File: src/rtl/pci_cfg_endpoint.sv
module pci_cfg_endpoint #(
  parameter logic [15:0] VENDOR_ID     = 16'hABCD,
  parameter logic [15:0] DEVICE_ID     = 16'h1234,
  parameter int          BAR_SIZE_LOG2 = 12,
  parameter int          NUM_CAPS      = 3,
  parameter logic [8*((NUM_CAPS>0)?NUM_CAPS:1)-1:0]  CAP_IDS  = 24'h07_05_09,
  parameter logic [16*((NUM_CAPS>0)?NUM_CAPS:1)-1:0] CAP_DATA = 48'h6655_4433_2211
) (
  input  logic        clk,
  input  logic        rst_n,
  input  logic        cfg_req,
  input  logic        cfg_we,
  input  logic [7:0]  cfg_off,
  input  logic [2:0]  cfg_size,
  input  logic [31:0] cfg_wdata,
  output logic        cfg_rsp,
  output logic [31:0] cfg_rdata,
  output logic        cfg_err
);

  localparam logic [5:0] DW_ID     = 6'h00;
  localparam logic [5:0] DW_STAT   = 6'h01;
  localparam logic [5:0] DW_BAR_LO = 6'h04;
  localparam logic [5:0] DW_BAR_HI = 6'h05;
  localparam logic [5:0] DW_CPTR   = 6'h0D;
  localparam logic [5:0] DW_IRQ    = 6'h0F;
  localparam int         CAP_DW0   = 16;
  localparam logic       HAS_CAPS  = (NUM_CAPS > 0);

  logic [31:BAR_SIZE_LOG2] bar_lo_q;
  logic [31:0]             bar_hi_q;
  logic [7:0]              irq_line_q;

  logic [1:0]  lane;
  logic [5:0]  dw;
  logic        aligned;
  logic [3:0]  be;
  logic [31:0] wd;
  logic        wr_en;
  logic [31:0] dword_val;
  logic [31:0] rd_mask;
  logic [31:0] rd_val;
  logic [31:0] bar_lo_nxt;

  assign lane  = cfg_off[1:0];
  assign dw    = cfg_off[7:2];
  assign wd    = cfg_wdata << {lane, 3'b000};
  assign wr_en = cfg_req && cfg_we && aligned;

  always_comb begin
    case (cfg_size)
      3'd1:    begin aligned = 1'b1;         be = 4'b0001 << lane; rd_mask = 32'h0000_00FF; end
      3'd2:    begin aligned = !cfg_off[0];  be = 4'b0011 << lane; rd_mask = 32'h0000_FFFF; end
      3'd4:    begin aligned = (lane == 2'd0); be = 4'b1111;       rd_mask = 32'hFFFF_FFFF; end
      default: begin aligned = 1'b0;         be = 4'b0000;         rd_mask = 32'h0000_0000; end
    endcase
  end

  function automatic logic [31:0] merge(input logic [31:0] old_v, input logic [31:0] new_v,
                                        input logic [3:0] en);
    for (int k = 0; k < 4; k++)
      merge[8*k +: 8] = en[k] ? new_v[8*k +: 8] : old_v[8*k +: 8];
  endfunction

  function automatic logic [31:0] cap_word(input int i);
    logic [7:0] nxt;
    nxt = (i == NUM_CAPS - 1) ? 8'h00 : 8'(64 + 4 * (i + 1));
    return {CAP_DATA[16*i +: 16], nxt, CAP_IDS[8*i +: 8]};
  endfunction

  always_comb begin
    dword_val = 32'h0;
    case (dw)
      DW_ID:     dword_val = {DEVICE_ID, VENDOR_ID};
      DW_STAT:   dword_val = {11'd0, HAS_CAPS, 20'd0};
      DW_BAR_LO: dword_val = {bar_lo_q, {BAR_SIZE_LOG2{1'b0}}} | 32'h0000_0004;
      DW_BAR_HI: dword_val = bar_hi_q;
      DW_CPTR:   dword_val = {24'd0, HAS_CAPS ? 8'h40 : 8'h00};
      DW_IRQ:    dword_val = {24'd0, irq_line_q};
      default:
        for (int i = 0; i < NUM_CAPS; i++)
          if (dw == 6'(CAP_DW0 + i)) dword_val = cap_word(i);
    endcase
  end

  assign rd_val     = (dword_val >> {lane, 3'b000}) & rd_mask;
  assign bar_lo_nxt = merge({bar_lo_q, {BAR_SIZE_LOG2{1'b0}}}, wd, be);

  always_ff @(posedge clk) begin
    if (!rst_n) begin
      bar_lo_q   <= '0;
      bar_hi_q   <= '0;
      irq_line_q <= '0;
    end else if (wr_en) begin
      if (dw == DW_BAR_LO) bar_lo_q <= bar_lo_nxt[31:BAR_SIZE_LOG2];
      if (dw == DW_BAR_HI) bar_hi_q <= merge(bar_hi_q, wd, be);
      if (dw == DW_IRQ && be[0]) irq_line_q <= wd[7:0];
    end
  end

  always_ff @(posedge clk) begin
    if (!rst_n) begin
      cfg_rsp   <= 1'b0;
      cfg_err   <= 1'b0;
      cfg_rdata <= '0;
    end else begin
      cfg_rsp   <= cfg_req;
      cfg_err   <= cfg_req && !aligned;
      cfg_rdata <= (cfg_req && aligned && !cfg_we) ? rd_val : 32'h0;
    end
  end

endmodule

File: config.mk
export PLATFORM = sky130hd
export DESIGN_NAME = pci_cfg_endpoint
export DESIGN_NICKNAME = d
export VERILOG_FILES = /design/src/rtl/pci_cfg_endpoint.sv
export SDC_FILE = /design/constraint.sdc
export NUM_CORES = 1
export LEC_CHECK = 0
export BUFFER_PORTS_ARGS = -buffer_cell sky130_fd_sc_hd__buf_2
export CAP_MARGIN = 20
export CORE_MARGIN = 3
export CORE_UTILIZATION = 40
export DETAILED_ROUTE_END_ITERATION = 16
export GPL_TIMING_DRIVEN = 0
export HOLD_SLACK_MARGIN = 0.1
export PLACE_DENSITY = 0.65
export SYNTH_ARGS = -nofsm -noshare
export SYNTH_HDL_FRONTEND = slang
export SYNTH_SLANG_ARGS = --single-unit
File: constraint.sdc
create_clock -name clk -period 2.8 [get_ports clk]
set_clock_uncertainty 0.05 [all_clocks]
set_input_delay 0.14 -clock clk [delete_from_list [all_inputs] [get_ports clk]]
set_output_delay 0.14 -clock clk [all_outputs]
set_load 0.005 [all_outputs]
Word level (Yosys, flattened, before mapping)
Cells that the tools add are included.

storage, ports and cells
  register bits after elaboration = 94
  input port bits = 47
  output and inout port bits = 34
  word-level logic and storage cells = 54

cells by class
  equality and inequality tests = 11
  shift-type cells = 4
  mux-type cells = 7
  bitwise operators = 1
  reductions and logical operators = 20

operators by type and width
  cell                   number
  $pmux W32 S6           1
  $pmux W32 S3           1
  $mux W32               2
  $and A32 B32 Y32       1
  $shl A32 B5 Y32        1
  $shr A32 B5 Y32        1
  $mux W30               1
  $reduce_and A3 Y1      7
  $eq A6 B5 Y1 const B   3
  $eq A6 B3 Y1 const B   2
  $eq A6 B4 Y1 const B   2
  $pmux W4 S3            1
  $eq A6 B1 Y1 const B   1
  $logic_and A1 B1 Y1    6
  $logic_not A6 Y1       1
  $reduce_and A2 Y1      2
  $shl A1 B2 Y4 const A  1
  $shl A2 B2 Y4 const A  1
  $eq A3 B1 Y1 const B   1
  $eq A3 B2 Y1 const B   1
  $eq A3 B3 Y1 const B   1
  $logic_not A1 Y1       3
  $pmux W1 S3            1
  $logic_not A2 Y1       1

Logic depth before layout (Yosys ltp)
Gate-level depths: netlist of run 1.

  depth after elaboration = 7
  depth in mapped cells = 8
  gate-level depth less buffers = 5

Worst setup path before layout of run 1
OpenSTA, ideal clock, no wires.

  kind = input port to flip-flop
  start = input port cfg_size[1]
  end = register cfg_rdata[11]
  arrival = 1.755 ns
  data required time = 2.664 ns
  setup slack = 0.909 ns
  cell stages on the path = 7
  path buffers = 3
  cells stage by stage = buf_4 > or3b_4 > a211o_1 > buf_6 > or3_1 > buf_6 > a221oi_2

on the way
  longest elaborated chain between the ends = 5
  elaborated cells on any way between the ends = 9
  classes of those cells = eq/ne (3); mux (2); bitwise (1); reduce/logical (3)

RTL lines
  item                                  line  text
  start: declaration                    14    input logic [2:0] cfg_size,
  $eq A3 B3 Y1 (tied with other cells)  51    case (cfg_size)
  $pmux W1 S3                           51
  $logic_and A1 B1 Y1 (2 in series)     109   cfg_rdata <= (cfg_req && aligned && !cfg_we) ? rd_val : 32'h0;
  $reduce_and A2 Y1 (no source line)    -
  end signal: assignment                109
  end: declaration                      17    output logic [31:0] cfg_rdata,

Several ways; a longest one is shown, not always the timed one.
A chain may end at the register's enable or synchronous reset.

Worst setup path after layout of run 1
  start = input port cfg_off[5]
  end = register cfg_rdata[7]

on the way
  longest elaborated chain between the ends = 6
  elaborated cells on any way between the ends = 13
  classes of those cells = eq/ne (7); shift (1); mux (3); bitwise (1); reduce/logical (1)

RTL lines
  item                    line  text
  start: declaration      13    input logic [7:0] cfg_off,
  $eq A6 B5 Y1            82    if (dw == 6'(CAP_DW0 + i)) dword_val = cap_word(i);
  $mux W32 (2 in series)  82
  $pmux W32 S6 (*)        73    case (dw)
  $shr A32 B5 Y32 (*)     86    assign rd_val = (dword_val >> {lane, 3'b000}) & rd_mask;
  $and A32 B32 Y32 (*)    86

Mark *: on every way between the ends. The rest lies on a longest branch, timed or not.

==> Implementation_results.wiki, run 1 <==
{| class="wikitable"
! Metric !! Value
|-
| Cell Chain, Critical Path || buf_2 -> or2_2 -> clkbuf_1 -> a21boi_0 -> o21ai_0 -> a311o_1 -> a21oi_1
|-
| Highest achievable clock rate || 470.1 MHz
|-
| Floorplan Core Area || 12260 um^2
|-
| Initial antenna violation count || 0
|-
| Starting DRC count in detailed routing || 392
|-
| Commonest cells after routing, fill and taps aside || dfxtp_1 (94), buf_2 (85), mux2i_1 (83), nand2_1 (53), nor2b_1 (48)
|-
| Num rows || 40
|-
| Number of remaining DRC errors || 0
|-
| Slew at the pin with the worst max-slew slack || 0.9157 ns
|-
| Core occupancy in the finished layout || 48.95%
|-
| Residual overflow from global routing || 0
|-
| Global-route total usage across every layer || 23.30%
|-
| Worst min path class || in2reg
|-
| Category of the worst setup path launch point || input port
|-
| Relative slew margins || 38.50%
|-
| Buffer cell driving the clock tree root || clkbuf_16
|-
| Part of the total power dissipated in the clock network || 42.3%
|-
| Worst Path Class, Setup || in2reg
|-
| Prevailing post-synth register cell || dfxtp_1
|-
| Number of buffers on the longest clock path || 2
|-
| Sw Share || 25.89%
|-
| Count of mapped cells out of synthesis || 555
|-
| Setup repair after global routing missed its margin || false
|-
| Syn avg cell area || 9.196 um^2
|-
| Total internal power || 2.161 mW
|-
| Post-route fraction of the period consumed by the critical path || 75.97%
|-
| Wire length of the first global-routing pass || 25270 um
|-
| Sequential Power Share || 45.9%
|-
| Largest voltage drop on the vdd net || 0.2472 mV
|-
| Critical Path RT || 3.02 ns
|-
| N_diodes || 0
|-
| Area overhead of the layout relative to synthesis || 17.60%
|-
| Endpoint arrival time on the critical path || 2.35 ns
|-
| Biggest cell delay along the critical path || 0.64 ns
|-
| PortBufs || 76
|-
| Distinct cell type count after synthesis || 72
|-
| Grt met1 use || 31.90%
|-
| Die Span X || 119.0 um
|-
| Outcome || completed
|-
| TritonCTS clock tree || yes
|-
| Maximum number of pins on one net before global-route repair || 17
|-
| FILL cells || 1201
|-
| Most crowded layer after global routing || met2
|-
| Router iterations before antenna repair || 5
|-
| Number of top-level pins || 81
|-
| Commonest non-fill, non-tap cell in the layout || dfxtp_1
|-
| Share of final-layout standard cells stronger than drive strength 1 || 22.22%
|-
| Portion of the post-synthesis area used by sequential elements || 36.87%
|-
| Combinational group share of total power || 11.7%
|-
| Netlist area before placement || 5104 um^2
|-
| Yosys warning total || 0
|-
| Total Neg Setup Slack || 0 ns
|-
| Number of maximum-capacitance violations || 0
|-
| Leakage power of the design || 2.290 nW
|-
| Die ar. || 14150 um^2
|-
| Post-DR wirelength/cell || 20.12 um
|-
| GP Congestion || 0.9160
|-
| Net total in the final layout || 690
|-
| Effective utilization at floorplan || 41.62%
|-
| Critical-path maximum fanout || 10
|-
| Detail-routed via count per cell || 5.640
|-
| Met3 GRT Util || 3.846%
|-
| Met2 track utilization from global routing || 36.77%
|-
| Sum of routed wire length over all layers || 16420 um
|-
| Vert. Die Dim || 119.0 um
|-
| Number of global-route vias before repair || 4383
|-
| Number of nets with antenna violations after routing || 0
|-
| Clock transition at path regs || 0.06 ns
|-
| Total of endpoints with negative setup slack in the final report || 0
|-
| Shortest clock period the worst path allows after layout || 2.127 ns
|-
| Final number of max-transition violations || 0
|-
| Num Clock Sinks || 94
|-
| Number of buffers created by CTS || 9
|-
| Post-CTS Setup Bufs || 0
|-
| Pwr dens || 485.8 nW/um^2
|-
| Max H-tree Level || 3
|-
| Async set-or-reset flop fraction in the synthesized netlist || 0%
|-
| Post-synthesis net count || 602
|-
| Number of enable-type register cells in the synthesized netlist || 0
|-
| Total via count after detailed routing || 4602
|-
| Category of the worst setup path capture point || flip-flop
|-
| Post-DP HPWL || 12930 um
|-
| Number of synthesized register bits || 94
|-
| Slowest-stage cell, CP || a21boi_0
|-
| Count of endpoints failing hold in the final timing report || 0
|-
| Power spent charging and discharging nets || 0.7550 mW
|-
| Later-pin clock latency in the skew report || 0.35 ns
|}
[state kept, by name (all words and copies together) (netlist names)]
register	cells
bar_hi_q	32
cfg_rdata	32
bar_lo_q	20
irq_line_q	8
cfg_err	1
cfg_rsp	1
[final timing paths]
kind	startpoint	to	slack (ns)	cells past startpoint
min	rst_n	cfg_rsp	0.17	3
min reg2reg	bar_hi_q[25]	bar_hi_q[25]	0.41	2
max	cfg_off[5]	cfg_rdata[7]	0.67	7
max reg2reg	bar_hi_q[30]	cfg_rdata[6]	0.99	5
[metal layers]
| layer | routed length [um] | vias to the layer above | part of all wire (%) |
|---|---|---|---|
| li1 | - | 2189 | - |
| met5 | 0 | - | 0 |
| met4 | 453 | 0 | 2.8 |
| met1 | 7503 | 2177 | 46 |
| met2 | 7375 | 204 | 45 |
| met3 | 1087 | 32 | 6.6 |
[through the flow]
stage	std cells	area, um^2	power [mW]	setup WS, ns	hold WS, ns
6_report	816	6002	2.916	0.6728	0.1722
5_1_grt	816	6002	3.004	0.4844	0.1964
4_1_cts	816	6002	2.924	0.6774	0.1623
3_5_place_dp	799	5694	1.705	0.3199	0.3747
3_3_place_gp	799	5694	1.702	0.2709	0.3855
2_1_floorplan	555	5104	1.579	0.9089	0.2135
[worst max-delay path: cells and delay by family]
family          cells  cell delay, ns
compound gates      4            1.53
simple gates        1            0.29
buf+inv             2            0.38
[final cells by class]
cell class | instances | area [um^2] | share of cell area, %
Timing Repair Buffer | 77 | 390.4 | 6.504
Inverter | 6 | 22.52 | 0.3752
Sequential cell | 94 | 1882 | 31.35
Clock inverter | 6 | 68.82 | 1.147
Buffer | 43 | 210.2 | 3.502
Multi-Input combinational cell | 412 | 2989 | 49.80
Tap cell | 168 | 210.2 | 3.502
Clock buffer | 10 | 229.0 | 3.815
[cells in the mapped netlist, drive strengths merged, types with 3 or more instances]
master,instances,area (um^2)
dfxtp,94,1882
a21oi,14,73.82
mux2i,83,830.8
a31o,3,26.28
nor2b,48,300.3
nor3b,5,53.80
a211oi,11,112.6
o211ai,12,90.09
and2,11,68.82
nor3,16,112.6
inv,5,18.77
and3,3,18.77
or2,3,18.77
nor2,22,82.58
buf,16,108.8
a22oi,6,45.04
o21ai,28,140.1
nand2,53,198.9
a221oi,9,91.34
or3b,4,37.54
nor4,6,58.80
nand3,12,60.06
clkbuf,27,101.4
or3,5,31.28
mux2,15,168.9
a21o,3,22.52
[what timing repair did]
action	CTS	global route
hold endpoints to repair	1	0
hold buffers	1	0
endpoints found under the setup margin	0	0
gates resized for setup	0	0
[logic make-up (layout without fill, tap and decap cells)]
| family | count (synthesis) | in the layout | share of synthesized area, % |
|---|---|---|---|
| flip-flops | 94 | 94 | 36.87 |
| buffers and inverters | 49 | 142 | 4.560 |
| AO/OA/AOI/OAI | 112 | 112 | 16.38 |
| multiplexers | 98 | 98 | 19.59 |
| AND/OR/NAND/NOR | 200 | 200 | 22.26 |
| XOR/XNOR | 2 | 2 | 0.3433 |
[power groups by stage]
stage	sequential [mW]	combinational (mW)	clock, mW
global route	1.34	0.370	1.30
CTS	1.34	0.337	1.25
global placement	1.37	0.332	0
detailed placement	1.37	0.335	0
floorplan	1.37	0.208	0
finish	1.34	0.342	1.23
(Power assumes the default switching activity.)
==> run 2, diff against run 1 <==
Clock period 2.8 ns to 2 ns, I/O delays scaled along.
==> run 2 against run 1 <==
Effect of this change: setup slack worse by 0.62 ns; routed wire length is 0.29% higher; via count is 0.13% higher; critical path type unchanged; critical endpoint is now cfg_rdata[3]; highest routed layer unchanged.
==> Implementation_results.wiki, run 2 (synthesis gave the netlist of run 1 again) <==
{| class="wikitable"
! Metric !! Value
|-
| Outcome || completed
|-
| Clock transition at path regs || 0.06 ns (about the same)
|-
| Leakage power of the design || 2.320 nW (+1.3%)
|-
| Number of buffers on the longest clock path || 2 (unchanged)
|-
| Power spent charging and discharging nets || 1.060 mW (+40%)
|-
| Num Clock Sinks || 94 (unchanged)
|-
| Reg2reg start || bar_hi_q[26]
|-
| Max H-tree Level || 3 (unchanged)
|-
| Critical Path End || cfg_rdata[3]
|-
| Endpoint arrival time on the critical path || 2.16 ns (-0.19 ns)
|-
| Vert. Die Dim || 119.0 um (unchanged)
|-
| Initial antenna violation count || 0 (unchanged)
|-
| Sequential Power Share || 45.9% (about the same)
|-
| Number of nets with antenna violations after routing || 0 (unchanged)
|-
| Buffer cell driving the clock tree root || clkbuf_16
|-
| Largest voltage drop on the vdd net || 0.3466 mV (+40%)
|-
| PortBufs || 76 (unchanged)
|-
| Sw Share || 25.94% (+0.044 points)
|-
| Shortest clock period the worst path allows after layout || 1.946 ns
|-
| Effective utilization at floorplan || 41.62% (unchanged)
|-
| Floorplan Core Area || 12260 um^2 (unchanged)
|-
| R2r setup slk || 0.27 ns (-0.72 ns)
|-
| Total internal power || 3.028 mW (+40%)
|-
| Setup repair after global routing missed its margin || true
|-
| Total via count after detailed routing || 4608 (+0.13%)
|-
| Global-route total usage across every layer || 23.31% (about the same)
|-
| Category of the worst setup path launch point || input port
|-
| Share of final-layout standard cells stronger than drive strength 1 || 23.50% (+1.3 points)
|-
| Die ar. || 14150 um^2 (unchanged)
|-
| Starting DRC count in detailed routing || 392 (unchanged)
|-
| Total of endpoints with negative setup slack in the final report || 0 (unchanged)
|-
| Met2 Routed Length || 7347 um (-0.38%)
|-
| Number of global-route vias before repair || 4386 (+0.068%)
|-
| Maximum number of pins on one net before global-route repair || 17 (unchanged)
|-
| Total Neg Setup Slack || 0 ns (unchanged)
|-
| GP Congestion || 0.9160 (unchanged)
|-
| Later-pin clock latency in the skew report || 0.35 ns (about the same)
|-
| Post-DR wirelength/cell || 20.11 um (about the same)
|-
| Worst min path class || in2reg
|-
| Count of endpoints failing hold in the final timing report || 0 (unchanged)
|-
| Combinational group share of total power || 11.9% (+0.2 points)
|-
| Critical Path RT || 2.21 ns (-0.81 ns)
|-
| R2r worst-path depth || 5 (unchanged)
|-
| Number of remaining DRC errors || 0 (unchanged)
|-
| Net total in the final layout || 693 (+0.43%)
|-
| Largest registers in the final layout || bar_hi_q (32), cfg_rdata (32), bar_lo_q (20)
|-
| Final number of max-transition violations || 0 (unchanged)
|-
| Met1 Wirelength || 7563 um (+0.80%)
|-
| Core occupancy in the finished layout || 49.63% (+0.68 points)
|-
| Post-route fraction of the period consumed by the critical path || 97.32%
|-
| Number of top-level pins || 81 (unchanged)
|-
| Slew at the pin with the worst max-slew slack || 0.8998 ns (-0.01594 ns)
|-
| Critical-path maximum fanout || 10 (unchanged)
|-
| Part of the total power dissipated in the clock network || 42.3% (about the same)
|-
| Endpoint of the worst register-to-register path || cfg_rdata[2]
|-
| Number of buffers created by CTS || 9 (unchanged)
|-
| Router iterations before antenna repair || 6 (+1)
|-
| Number of maximum-capacitance violations || 0 (unchanged)
|-
| Placed insts || 799 (unchanged)
|-
| Setup crit start || cfg_off[3]
|-
| Detail-routed via count per cell || 5.626 (-0.24%)
|-
| Commonest cells after routing, fill and taps aside || dfxtp_1 (94), buf_2 (83), mux2i_1 (82), nand2_1 (53), nor2b_1 (48)
|-
| Area overhead of the layout relative to synthesis || 19.24%
|-
| Commonest non-fill, non-tap cell in the layout || dfxtp_1
|-
| Num rows || 40 (unchanged)
|-
| Highest achievable clock rate || 513.7 MHz
|-
| N_diodes || 0 (unchanged)
|-
| Sum of routed wire length over all layers || 16470 um (+0.29%)
|-
| Worst Path Class, Setup || in2reg
|-
| Wire length of the first global-routing pass || 25290 um (about the same)
|-
| Routed length on met3 || 1069 um (-1.7%)
|-
| Top layer used by detailed routing || met4
|-
| TritonCTS clock tree || yes
|-
| Number of cells in the finished layout apart from fillers || 819 (+0.37%)
|-
| Die Span X || 119.0 um (unchanged)
|-
| Residual overflow from global routing || 0 (unchanged)
|-
| Relative slew margins || 39.57% (+1.1 points)
|-
| Post-DP HPWL || 12930 um (unchanged)
|-
| Pwr dens || 671.8 nW/um^2 (+38%)
|-
| Category of the worst setup path capture point || flip-flop
|}
[run 2: how the worst min path moves through the flow]
stage | cells after the start | end | start | slack [ns]
2_1_floorplan | 2 | cfg_rsp | cfg_req | 0.17
3_3_place_gp | 3 | cfg_rsp | cfg_req | 0.35
3_5_place_dp | 3 | cfg_rsp | cfg_req | 0.33
4_1_cts | 3 | cfg_rsp | rst_n | 0.12
5_1_grt | 4 | bar_hi_q[8] | cfg_wdata[8] | 0.16
6_report | 3 | cfg_rsp | rst_n | 0.13
[run 2: layer usage]
layer / vias to the layer above / GRT usage (%)
met5: - / 0
met4: 0 / 8.979
li1: 2198 / -
met2: 206 / 36.77
met1: 2166 / 31.93
met3: 38 / 3.846
[run 2: per-stage QoR]
stage / hold WS (ns) / power (mW) / instance area [um^2] / worst slack (ns)
after CTS: 0.1223 / 4.094 / 6002 / 0.02249
after global placement: 0.3455 / 2.383 / 5694 / -0.4891
final: 0.1322 / 4.088 / 6086 / 0.05351
after global routing: 0.1565 / 4.211 / 6086 / -0.01187
after floorplan: 0.1735 / 2.210 / 5104 / 0.1489
after detailed placement: 0.3347 / 2.387 / 5694 / -0.4401
[run 2: power by group through the flow]
| stage | Combinational (mW) | Clock (mW) | Sequential (mW) |
|---|---|---|---|
| floorplan | 0.291 | 0 | 1.92 |
| global placement | 0.465 | 0 | 1.92 |
| detailed placement | 0.469 | 0 | 1.92 |
| CTS | 0.471 | 1.75 | 1.88 |
| global route | 0.523 | 1.81 | 1.87 |
| finish | 0.485 | 1.73 | 1.88 |
[run 2: final cells by class]
class / count / area (um^2)
clock inverter: 6 / 68.82
timing repair buffer: 80 / 450.4
tap: 168 / 210.2
clock buffer: 10 / 229.0
inverter: 6 / 22.52
sequential: 94 / 1882
fill: 1188 / 6176
buffer: 43 / 217.7
multi-input combinational: 412 / 3005
[run 2: repair_timing]
action / CTS / global route
pin swaps: 1 / 1
hold endpoints to repair: 1 / 0
buffers inserted: 0 / 3
hold buffers: 1 / 0
setup endpoints to repair: 9 / 41
gates resized for setup: 1 / 10
[run 2: worst max-delay path, stage by stage]
cell and delay (ns):
buf_2 0.12, buf_2 0.18, nor4_2 0.44, and2_1 0.29, buf_2 0.29, nand2_1 0.14, a311o_1 0.39, a31oi_1 0.21
